--- src/rtl/rbdf_pkg.sv ---
package rbdf_pkg;

    typedef enum logic [2:0] {
        ST_CHECK,   // decide whether a slot may be read
        ST_LO,      // first word returning
        ST_HI,      // second word returning (two-word layout)
        ST_GAP,     // waiting before re-reading an unusable slot
        ST_OFFER    // buffer presented to the datapath
    } fetch_st_e;

endpackage

--- src/rtl/rbdf_gap_timer.sv ---
module rbdf_gap_timer #(
    parameter int GAP_W = 16
) (
    input  logic             clk,
    input  logic             rst_n,
    input  logic             load,
    input  logic [GAP_W-1:0] load_val,
    output logic             done
);
    logic [GAP_W-1:0] cnt_d, cnt_q;

    always_comb begin
        cnt_d = cnt_q;
        if (!rst_n) begin
            cnt_d = '0;
        end else if (load) begin
            cnt_d = load_val;
        end else if (cnt_q != '0) begin
            cnt_d = cnt_q - GAP_W'(1);
        end
    end

    always_ff @(posedge clk) begin
        cnt_q <= cnt_d;
    end

    assign done = (cnt_q == '0);
endmodule

--- src/rtl/rbdf_ring_ctl.sv ---
module rbdf_ring_ctl #(
    parameter int IDX_W      = 11,
    parameter int SMALL_LOG2 = 8
) (
    input  logic [IDX_W-1:0] cons,
    input  logic [IDX_W-1:0] prod,
    input  logic             big,
    input  logic             poll,
    input  logic             last_flag,
    output logic             avail,
    output logic [IDX_W-1:0] next_idx
);
    localparam logic [IDX_W-1:0] SMALL_MASK =
        {{(IDX_W-SMALL_LOG2){1'b0}}, {SMALL_LOG2{1'b1}}};
    localparam logic [IDX_W-1:0] BIG_MASK = '1;

    logic [IDX_W-1:0] mask;

    always_comb begin
        mask     = big ? BIG_MASK : SMALL_MASK;
        avail    = poll || (cons != (prod & mask));
        next_idx = (poll && last_flag) ? '0 : ((cons + IDX_W'(1)) & mask);
    end
endmodule

--- src/rtl/rbdf_addr_gen.sv ---
module rbdf_addr_gen #(
    parameter int IDX_W = 11,
    localparam int AW   = IDX_W + 1
) (
    input  logic [IDX_W-1:0] idx,
    input  logic             fmt64,
    input  logic             second_word,
    output logic [AW-1:0]    addr
);
    always_comb begin
        if (fmt64) begin
            addr = {idx, second_word};
        end else begin
            addr = {1'b0, idx};
        end
    end
endmodule

--- src/rtl/rx_bufdesc_fetcher.sv ---
module rx_bufdesc_fetcher
    import rbdf_pkg::*;
#(
    parameter int IDX_W      = 11,
    parameter int SMALL_LOG2 = 8,
    parameter int GAP_W      = 16,
    parameter int DW         = 32,
    localparam int AW        = IDX_W + 1,
    localparam int BAW       = 2 * DW
) (
    input  logic             clk,
    input  logic             rst_n,
    input  logic             cfg_fmt64,
    input  logic             cfg_big_ring,
    input  logic             cfg_poll_mode,
    input  logic [GAP_W-1:0] cfg_poll_gap,
    input  logic [IDX_W-1:0] host_prod_idx,
    output logic             mem_rd_en,
    output logic [AW-1:0]    mem_rd_addr,
    input  logic [DW-1:0]    mem_rd_data,
    output logic             buf_valid,
    input  logic             buf_ready,
    output logic [BAW-1:0]   buf_addr,
    output logic [IDX_W-1:0] buf_idx,
    output logic [IDX_W-1:0] cons_idx
);
    typedef struct packed {
        fetch_st_e        st;
        logic             fmt64;
        logic             big;
        logic             poll;
        logic [IDX_W-1:0] cons;
        logic [DW-1:0]    lo;
        logic [BAW-1:0]   baddr;
        logic             last;
    } regs_t;

    regs_t d, q;

    logic             avail;
    logic [IDX_W-1:0] next_idx;
    logic             second_word;
    logic             gap_load;
    logic             gap_done;
    logic             decode_now;
    logic [BAW-1:0]   cand_addr;

    rbdf_ring_ctl #(.IDX_W(IDX_W), .SMALL_LOG2(SMALL_LOG2)) u_ring (
        .cons      (q.cons),
        .prod      (host_prod_idx),
        .big       (q.big),
        .poll      (q.poll),
        .last_flag (q.last),
        .avail     (avail),
        .next_idx  (next_idx)
    );

    rbdf_addr_gen #(.IDX_W(IDX_W)) u_addr (
        .idx         (q.cons),
        .fmt64       (q.fmt64),
        .second_word (second_word),
        .addr        (mem_rd_addr)
    );

    rbdf_gap_timer #(.GAP_W(GAP_W)) u_gap (
        .clk      (clk),
        .rst_n    (rst_n),
        .load     (gap_load),
        .load_val (cfg_poll_gap),
        .done     (gap_done)
    );

    // Flags always sit in bits [1:0] of the word that completes a descriptor.
    always_comb begin
        decode_now = ((q.st == ST_LO) && !q.fmt64) || (q.st == ST_HI);
        if (q.fmt64) begin
            cand_addr = {mem_rd_data[DW-1:2], 2'b00, q.lo};
        end else begin
            cand_addr = {{DW{1'b0}}, mem_rd_data[DW-1:2], 2'b00};
        end
    end

    always_comb begin
        d           = q;
        mem_rd_en   = 1'b0;
        second_word = 1'b0;
        gap_load    = 1'b0;
        if (!rst_n) begin
            d       = '0;
            d.st    = ST_CHECK;
            d.fmt64 = cfg_fmt64;
            d.big   = cfg_big_ring;
            d.poll  = cfg_poll_mode;
        end else begin
            case (q.st)
                ST_CHECK: begin
                    if (avail) begin
                        mem_rd_en = 1'b1;
                        d.st      = ST_LO;
                    end
                end
                ST_LO: begin
                    if (q.fmt64) begin
                        d.lo        = mem_rd_data;
                        mem_rd_en   = 1'b1;
                        second_word = 1'b1;
                        d.st        = ST_HI;
                    end
                end
                ST_GAP: begin
                    if (gap_done) begin
                        d.st = ST_CHECK;
                    end
                end
                ST_OFFER: begin
                    if (buf_ready) begin
                        d.cons = next_idx;
                        d.st   = ST_CHECK;
                    end
                end
                default: d.st = ST_CHECK;
            endcase

            if (decode_now) begin
                if (q.poll && !mem_rd_data[0]) begin
                    gap_load = 1'b1;
                    d.st     = ST_GAP;
                end else begin
                    d.baddr = cand_addr;
                    d.last  = q.poll & mem_rd_data[1];
                    d.st    = ST_OFFER;
                end
            end
        end
    end

    always_ff @(posedge clk) begin
        q <= d;
    end

    assign buf_valid = (q.st == ST_OFFER);
    assign buf_addr  = q.baddr;
    assign buf_idx   = q.cons;
    assign cons_idx  = q.cons;
endmodule

--- config.mk ---
export PLATFORM = sky130hd
export DESIGN_NAME = rx_bufdesc_fetcher
export DESIGN_NICKNAME = d
export VERILOG_FILES = /design/src/rtl/rbdf_pkg.sv /design/src/rtl/rbdf_gap_timer.sv /design/src/rtl/rbdf_ring_ctl.sv /design/src/rtl/rbdf_addr_gen.sv /design/src/rtl/rx_bufdesc_fetcher.sv
export SDC_FILE = /design/constraint.sdc
export NUM_CORES = 1
export LEC_CHECK = 0
export CAP_MARGIN = 15
export CORE_UTILIZATION = 30
export DETAILED_ROUTE_END_ITERATION = 8
export DONT_BUFFER_PORTS = 1
export GPL_TIMING_DRIVEN = 0
export PLACE_DENSITY = 0.43
export SETUP_SLACK_MARGIN = 0.2
export SLEW_MARGIN = 20
export SYNTH_ARGS = -nofsm -noshare
export SYNTH_HDL_FRONTEND = slang
export SYNTH_SLANG_ARGS = --single-unit
--- constraint.sdc ---
create_clock -name clk -period 2.5 [get_ports clk]
set_input_delay 0.125 -clock clk [delete_from_list [all_inputs] [get_ports clk]]
set_output_delay 0.125 -clock clk [all_outputs]
set_load 0.03 [all_outputs]
# After elaboration in Yosys (flattened, before gate mapping)
# Cells that the tools add are included.
# W data, S select, Z words.
[word_totals]
register_bits = 130
output_inout_bits = 100
word_cells = 61
input_bits = 65
[op_classes]
n_eq_ne = 9
add_sub_neg = 2
bitwise_logic = 4
reduce_logical = 15
muxes = 22
[op_table]
columns = ["op", "count"]
rows = [
  ["$mux W64", 1],
  ["$mux W16", 2],
  ["$and A11 B11 Y11", 2],
  ["$mux W11", 2],
  ["$mux W3", 6],
  ["$logic_not A16 Y1", 1],
  ["$reduce_bool A16 Y1", 1],
  ["$sub A16 B1 Y16 const B", 1],
  ["$mux W12", 1],
  ["$pmux W3 S4", 1],
  ["$add A11 B1 Y11 const B", 1],
  ["$ne A11 B11 Y1", 1],
  ["$ne A3 B3 Y1 const B", 3],
  ["$mux W1", 8],
  ["$eq A3 B2 Y1 const B", 2],
  ["$reduce_and A2 Y1", 3],
  ["$reduce_and A4 Y1", 1],
  ["$eq A3 B1 Y1 const B", 1],
  ["$eq A3 B3 Y1 const B", 1],
  ["$logic_and A1 B1 Y1", 3],
  ["$logic_not A3 Y1", 1],
  ["$ne A3 B1 Y1 const B", 1],
  ["$logic_not A1 Y1", 2],
  ["$logic_or A1 B1 Y1", 2],
  ["other kinds (4)", 4],
]

# Longest topological paths before layout
[logic_depth]
depth_word = 7
mapped_depth = 8
ltp_nobuf = 7

# Hierarchy
# Synthesis repeated with hierarchy kept, for this count alone.
[unflattened]
hier_cells = 817
hier_area_um2 = 6917.9
[by_module_without_submodules]
columns = ["module", "instances", "seq_area_each_um2", "cells_per_inst", "area_each_um2"]
rows = [
  ["rx_bufdesc_fetcher", 1, 2272.2, 624, 5411.4],
  ["rbdf_gap_timer", 1, 320.3, 116, 939.7],
  ["rbdf_ring_ctl", 1, 0.0, 64, 390.4],
  ["rbdf_addr_gen", 1, 0.0, 13, 176.4],
]

# Worst setup path before layout
# Ideal clock, no wire load.
[synth_timing]
path_type = "register -> register"
start = "register u_gap.cnt_q[6]"
end = "register u_gap.cnt_q[7]"
period_less_slack_ns = 1.699
slack_ns = 0.801
stages_incl_launch_ff = 6
path_buffers = 0
t_arrival_ns = 1.567
t_required_ns = 2.368
setup_time_ns = 0.132
cell_sequence = "dfxtp_1 or4_4 nor4b_1 nor3_1 xnor2_1 a21oi_1"
[synth_via]
elab_chain_cells = 3
elab_cells_between_ends = 5
cone_classes = "1 x add/sub; 2 x mux; 2 x reduce/logical"
[synth_rtl]
columns = ["item", "line_no", "rtl"]
rows = [
  ["from (decl)", "rbdf_gap_timer.sv:10", "logic [GAP_W-1:0] cnt_d, cnt_q;"],
  ["from (signal assigned)", "rbdf_gap_timer.sv:24", "cnt_q <= cnt_d;"],
  ["$sub A16 B1 Y16", "rbdf_gap_timer.sv:19", "cnt_d = cnt_q - GAP_W'(1);"],
  ["$mux W16", "rbdf_gap_timer.sv:18", "end else if (cnt_q != '0) begin"],
  ["$mux W16", "rbdf_gap_timer.sv:16", "end else if (load) begin"],
]
# Several ways; a longest one is shown, not always the timed one. The select of a mux whose other input is x is not followed.
# A chain may end at the register's enable or synchronous reset.

# Worst setup path in the final report
[layout_timing]
start = "register q[110] (netlist bit)"
end = "output mem_rd_addr[10]"
[layout_via]
elab_chain_cells = 1
[layout_rtl]
columns = ["item", "line_no", "rtl"]
rows = [
  ["from (decl)", "rx_bufdesc_fetcher.sv:38", "regs_t d, q;"],
  ["from (signal assigned)", "rx_bufdesc_fetcher.sv:138", "q <= d;"],
  ["$mux W12", "rbdf_addr_gen.sv:11", "if (fmt64) begin"],
  ["to (decl)", "rx_bufdesc_fetcher.sv:19", "output logic [AW-1:0] mem_rd_addr,"],
]
# Every way passes these cells.

==> summary.md <==
| Metric | Value |
|---|---|
| Grt ovf | `0` |
| Req. time, crit path | `around 2.4 ns` |
| Metal2 WL | `slightly below 9000 um` |
| EDFF count, synth | `3` |
| Startpoint types | `register` |
| Data arrival, critical path | `2.00 ns` |
| CP max-delay cell | `mux2_2` |
| CTS tree | `built` |
| I/O pin count | `~170` |
| Reg2reg start | `q[112]$_SDFFE_PN0P_` |
| #FFs+latches synth | `128` |
| Global-route wire length before repair | `roughly 29000 um` |
| R2r worst-path depth | `5` |
| Crit. End Element | `output pin` |
| Avg WL per Cell | `between 15 and 20 um` |
| Slowest stage delay, CP | `0.47 ns` |
| Hold path startpoint | `buf_ready` |
| Via count | `around 5.2k` |
| Lkg Pwr | `just under 3 nW` |
| Final HPWL DP | `around 13000 um` |
| Worst path most repeated cell | `buf_2` |
| CTS clk-pin slew, worst paths | `approximately 0.06 ns` |
| Yosys top cell by area | `dfxtp_1` |
| Post-synthesis sequential area ratio | `0.418` |
| MaxCap Viol Count | `0` |
| Layout cells sized above 1 | `0.178` |
| Most frequent cells in the layout | `dfxtp_1 (125), nand2_1 (117), buf_4 (88)` |
| CP max FO | `10` |
| Syn-to-layout area delta | `23.7%` |
| Met3 wire length | `roughly 790 um` |
| Critical path type | `register to output pin` |
| Drt pass-1 iters | `4` |
| Commonest non-fill, non-tap cell in the layout | `dfxtp_1` |
| Number of global-route vias before repair | `around 5.2k` |
| Core area | `around 0.020 mm^2` |
| CP top delay family | `buffers and inverters` |
| Largest net degree at the start of global routing | `17` |
| Setup TNS | `0 ns` |
| Cell depth of the worst setup path | `4` |
| Mapped Cells | `753` |
| Ys flop type | `dfxtp_1` |
| Post-route setup slack | `0.376 ns` |
| Buf+Inv Stages, Crit Path | `3` |
| Synthesized area | `0.00621 mm^2` |
| Worst hold path type | `input port to register` |
| H-tree depth | `4` |
| Slew Limit Headroom | `0.492` |
| Port-buffer cells | `0` |
| Later-pin clock latency in the skew report | `0.41 ns` |
| Fin. max-slew vios | `0` |
| Count of cell types in the netlist | `47` |
| Effective utilization at floorplan | `0.307` |
| Worst hold slack | `approximately 0.07 ns` |
| Die Width | `about 150 um` |
| RePlAce Congestion | `0.801` |
| Met1 Wirelength | `~8200 um` |
| Synth top area share | `0.403` |
| Design Area, Final | `just under 0.008 mm^2` |
| Cell Chain, Critical Path | `buf_2 -> buf_2 -> clkbuf_2 -> mux2_2` |
| Nets | `about 890` |
| Die ar. | `about 0.021 mm^2` |
| CTS max path bufs | `2` |
| Wirelength, routed | `18000 um` |
| Clk_skew | `0.0112 ns` |
| Residual DRC | `0` |
| Power Dens Cells | `approximately 930 mW/mm^2` |
| Crit path from | `q[110]$_DFFE_PN_` |
| Post-synthesis async set-or-reset flop share | `0` |
| Final hold vios | `0` |
| Highest routed layer | `met4` |
| Diodes inserted | `0` |
| Iter 0 DRT Violations | `approximately 200` |
| Post-DP Area | `~0.0066 mm^2` |
| Dpl ws | `0.301 ns` |
| Outcome | `complete, no violations` |
| Antenna Nets Post-Route | `0` |
| Area contributors post-synth | `dfxtp_1 (40%), buf_4 (11%), nand2_1 (7.1%)` |
| Total CTS buffers | `17` |
| Crit Reg-Reg Endpoint | `u_gap.cnt_q[6]$_SDFFE_PN0P_` |
| Clock root buffer master | `clkbuf_16` |
| CTS Sinks | `approximately 130` |
| Routed vias/inst | `approximately 4.7` |
| GRT Util Overall | `0.173` |
| Worst VDD drop | `between 300 and 400 uV` |
| Period utilization | `0.850` |
| RSZ-0062 raised after global routing | `false` |
| # rows | `52` |
| Initial antenna violation count | `0` |
| Fmax | `around 470 MHz` |
| Worst Max-Slew Pin Slew | `0.756 ns` |
| Avg Inst Size Synth | `a little over 8 um^2` |
| Die Height | `146 um` |
| Final Critical Period | `between 2 and 2.5 ns` |
| Ys Warns | `0` |
| # setup viols final | `0` |
| Flop-to-flop setup slack | `approximately 0.50 ns` |
| Crit path to | `mem_rd_addr[10]` |
-- worst min path at each step --
stage,endpoint,slack [ns],cells after the start
final,buf_idx[0]$_SDFFE_PN0P_,0.07,3
after global routing,buf_idx[0]$_SDFFE_PN0P_,0.1,3
after CTS,buf_idx[0]$_SDFFE_PN0P_,0.04,3
after detailed placement,q[109]$_DFFE_PN_,0.22,0
after global placement,q[109]$_DFFE_PN_,0.22,0
after floorplan,q[108]$_DFFE_PN_,0.22,0
-- sequential cells by signal, summed over array words and instances, names as in the netlist --
name / count
u_gap.cnt_q: 16
buf_addr: 62
buf_idx: 11
q: 39
-- logic make-up (layout without fill, tap and decap cells) --
kind of cell | after synthesis | in the layout | share of synthesized area
other | 1 | 2 | 0.000604
buffers and inverters | 143 | 224 | 0.142
multiplexers | 40 | 40 | 0.0663
AO/OA/AOI/OAI | 149 | 149 | 0.136
XOR/XNOR | 25 | 25 | 0.0353
AND/OR/NAND/NOR | 264 | 264 | 0.196
flip-flops | 128 | 128 | 0.418
adder cells (fa/ha/maj) | 3 | 3 | 0.00605
-- worst register-to-register path, delay by kind of cell, from the launching register on --
| family | cells | cell delay (ns) |
|---|---|---|
| compound gates | 2 | 0.76 |
| buf+inv | 1 | 0.48 |
| flops | 1 | 0.45 |
| simple gates | 2 | 0.24 |
-- power breakdown --
part	switching, W	internal, W	leakage [nW]
Sequential	0.000244	0.00235	1.05
Clock	0.000872	0.00154	0.284
Combinational	0.00131	0.000869	1.64
Total	0.00243	0.00475	2.97
-- metrics by stage --
stage               power, W  utilization  cells
floorplan            0.00427            -    754
global placement     0.00468        0.324   1024
detailed placement   0.00471        0.324   1024
CTS                  0.00724        0.378   1105
global route         0.00760        0.380   1105
finish               0.00718        0.380   1105
-- area by class of cell --
type,instances,area (um^2)
tap,270,338
sequential,128,2590
fill,2049,12600
clock buffer,25,526
timing repair buffer,52,520
buffer,136,862
multi-input combinational,483,2770
clock inverter,4,48.8
inverter,7,26.3
-- Yosys cell counts, types with 2 or more instances --
| cell | number |
|---|---|
| nor4bb_1 | 2 |
| nand2_1 | 117 |
| buf_2 | 10 |
| dfxtp_1 | 125 |
| mux2_2 | 9 |
| ha_1 | 3 |
| edfxtp_1 | 3 |
| o21ai_1 | 3 |
| xnor2_1 | 12 |
| nor4_1 | 5 |
| nor2_1 | 59 |
| inv_1 | 6 |
| o22ai_1 | 2 |
| nor3_1 | 7 |
| xor2_1 | 13 |
| a211oi_1 | 31 |
| buf_4 | 88 |
| nand4b_1 | 2 |
| a21oi_1 | 83 |
| nor4b_1 | 2 |
| o21ai_0 | 21 |
| clkbuf_1 | 38 |
| mux2i_1 | 31 |
| nand3_1 | 46 |
| or3_1 | 2 |
| or4_1 | 2 |
| nand4_1 | 3 |
| o31a_1 | 2 |
| nor2b_1 | 3 |
| nand2b_1 | 3 |
| a31oi_1 | 4 |
-- timing repair --
item	in CTS	in global routing
hold endpoints to repair	114	0
setup buffers	0	0
endpoints found under the setup margin	7	3
gates resized for setup	5	15
hold buffers	52	0
-- layer usage --
| metal | up-vias | global-route usage |
|---|---|---|
| met5 | - | 0 |
| met2 | 106 | 0.284 |
| met1 | 2491 | 0.212 |
| met3 | 11 | 0.0498 |
| met4 | 0 | 0.0674 |
| li1 | 2633 | - |
(Power assumes the default switching activity.)
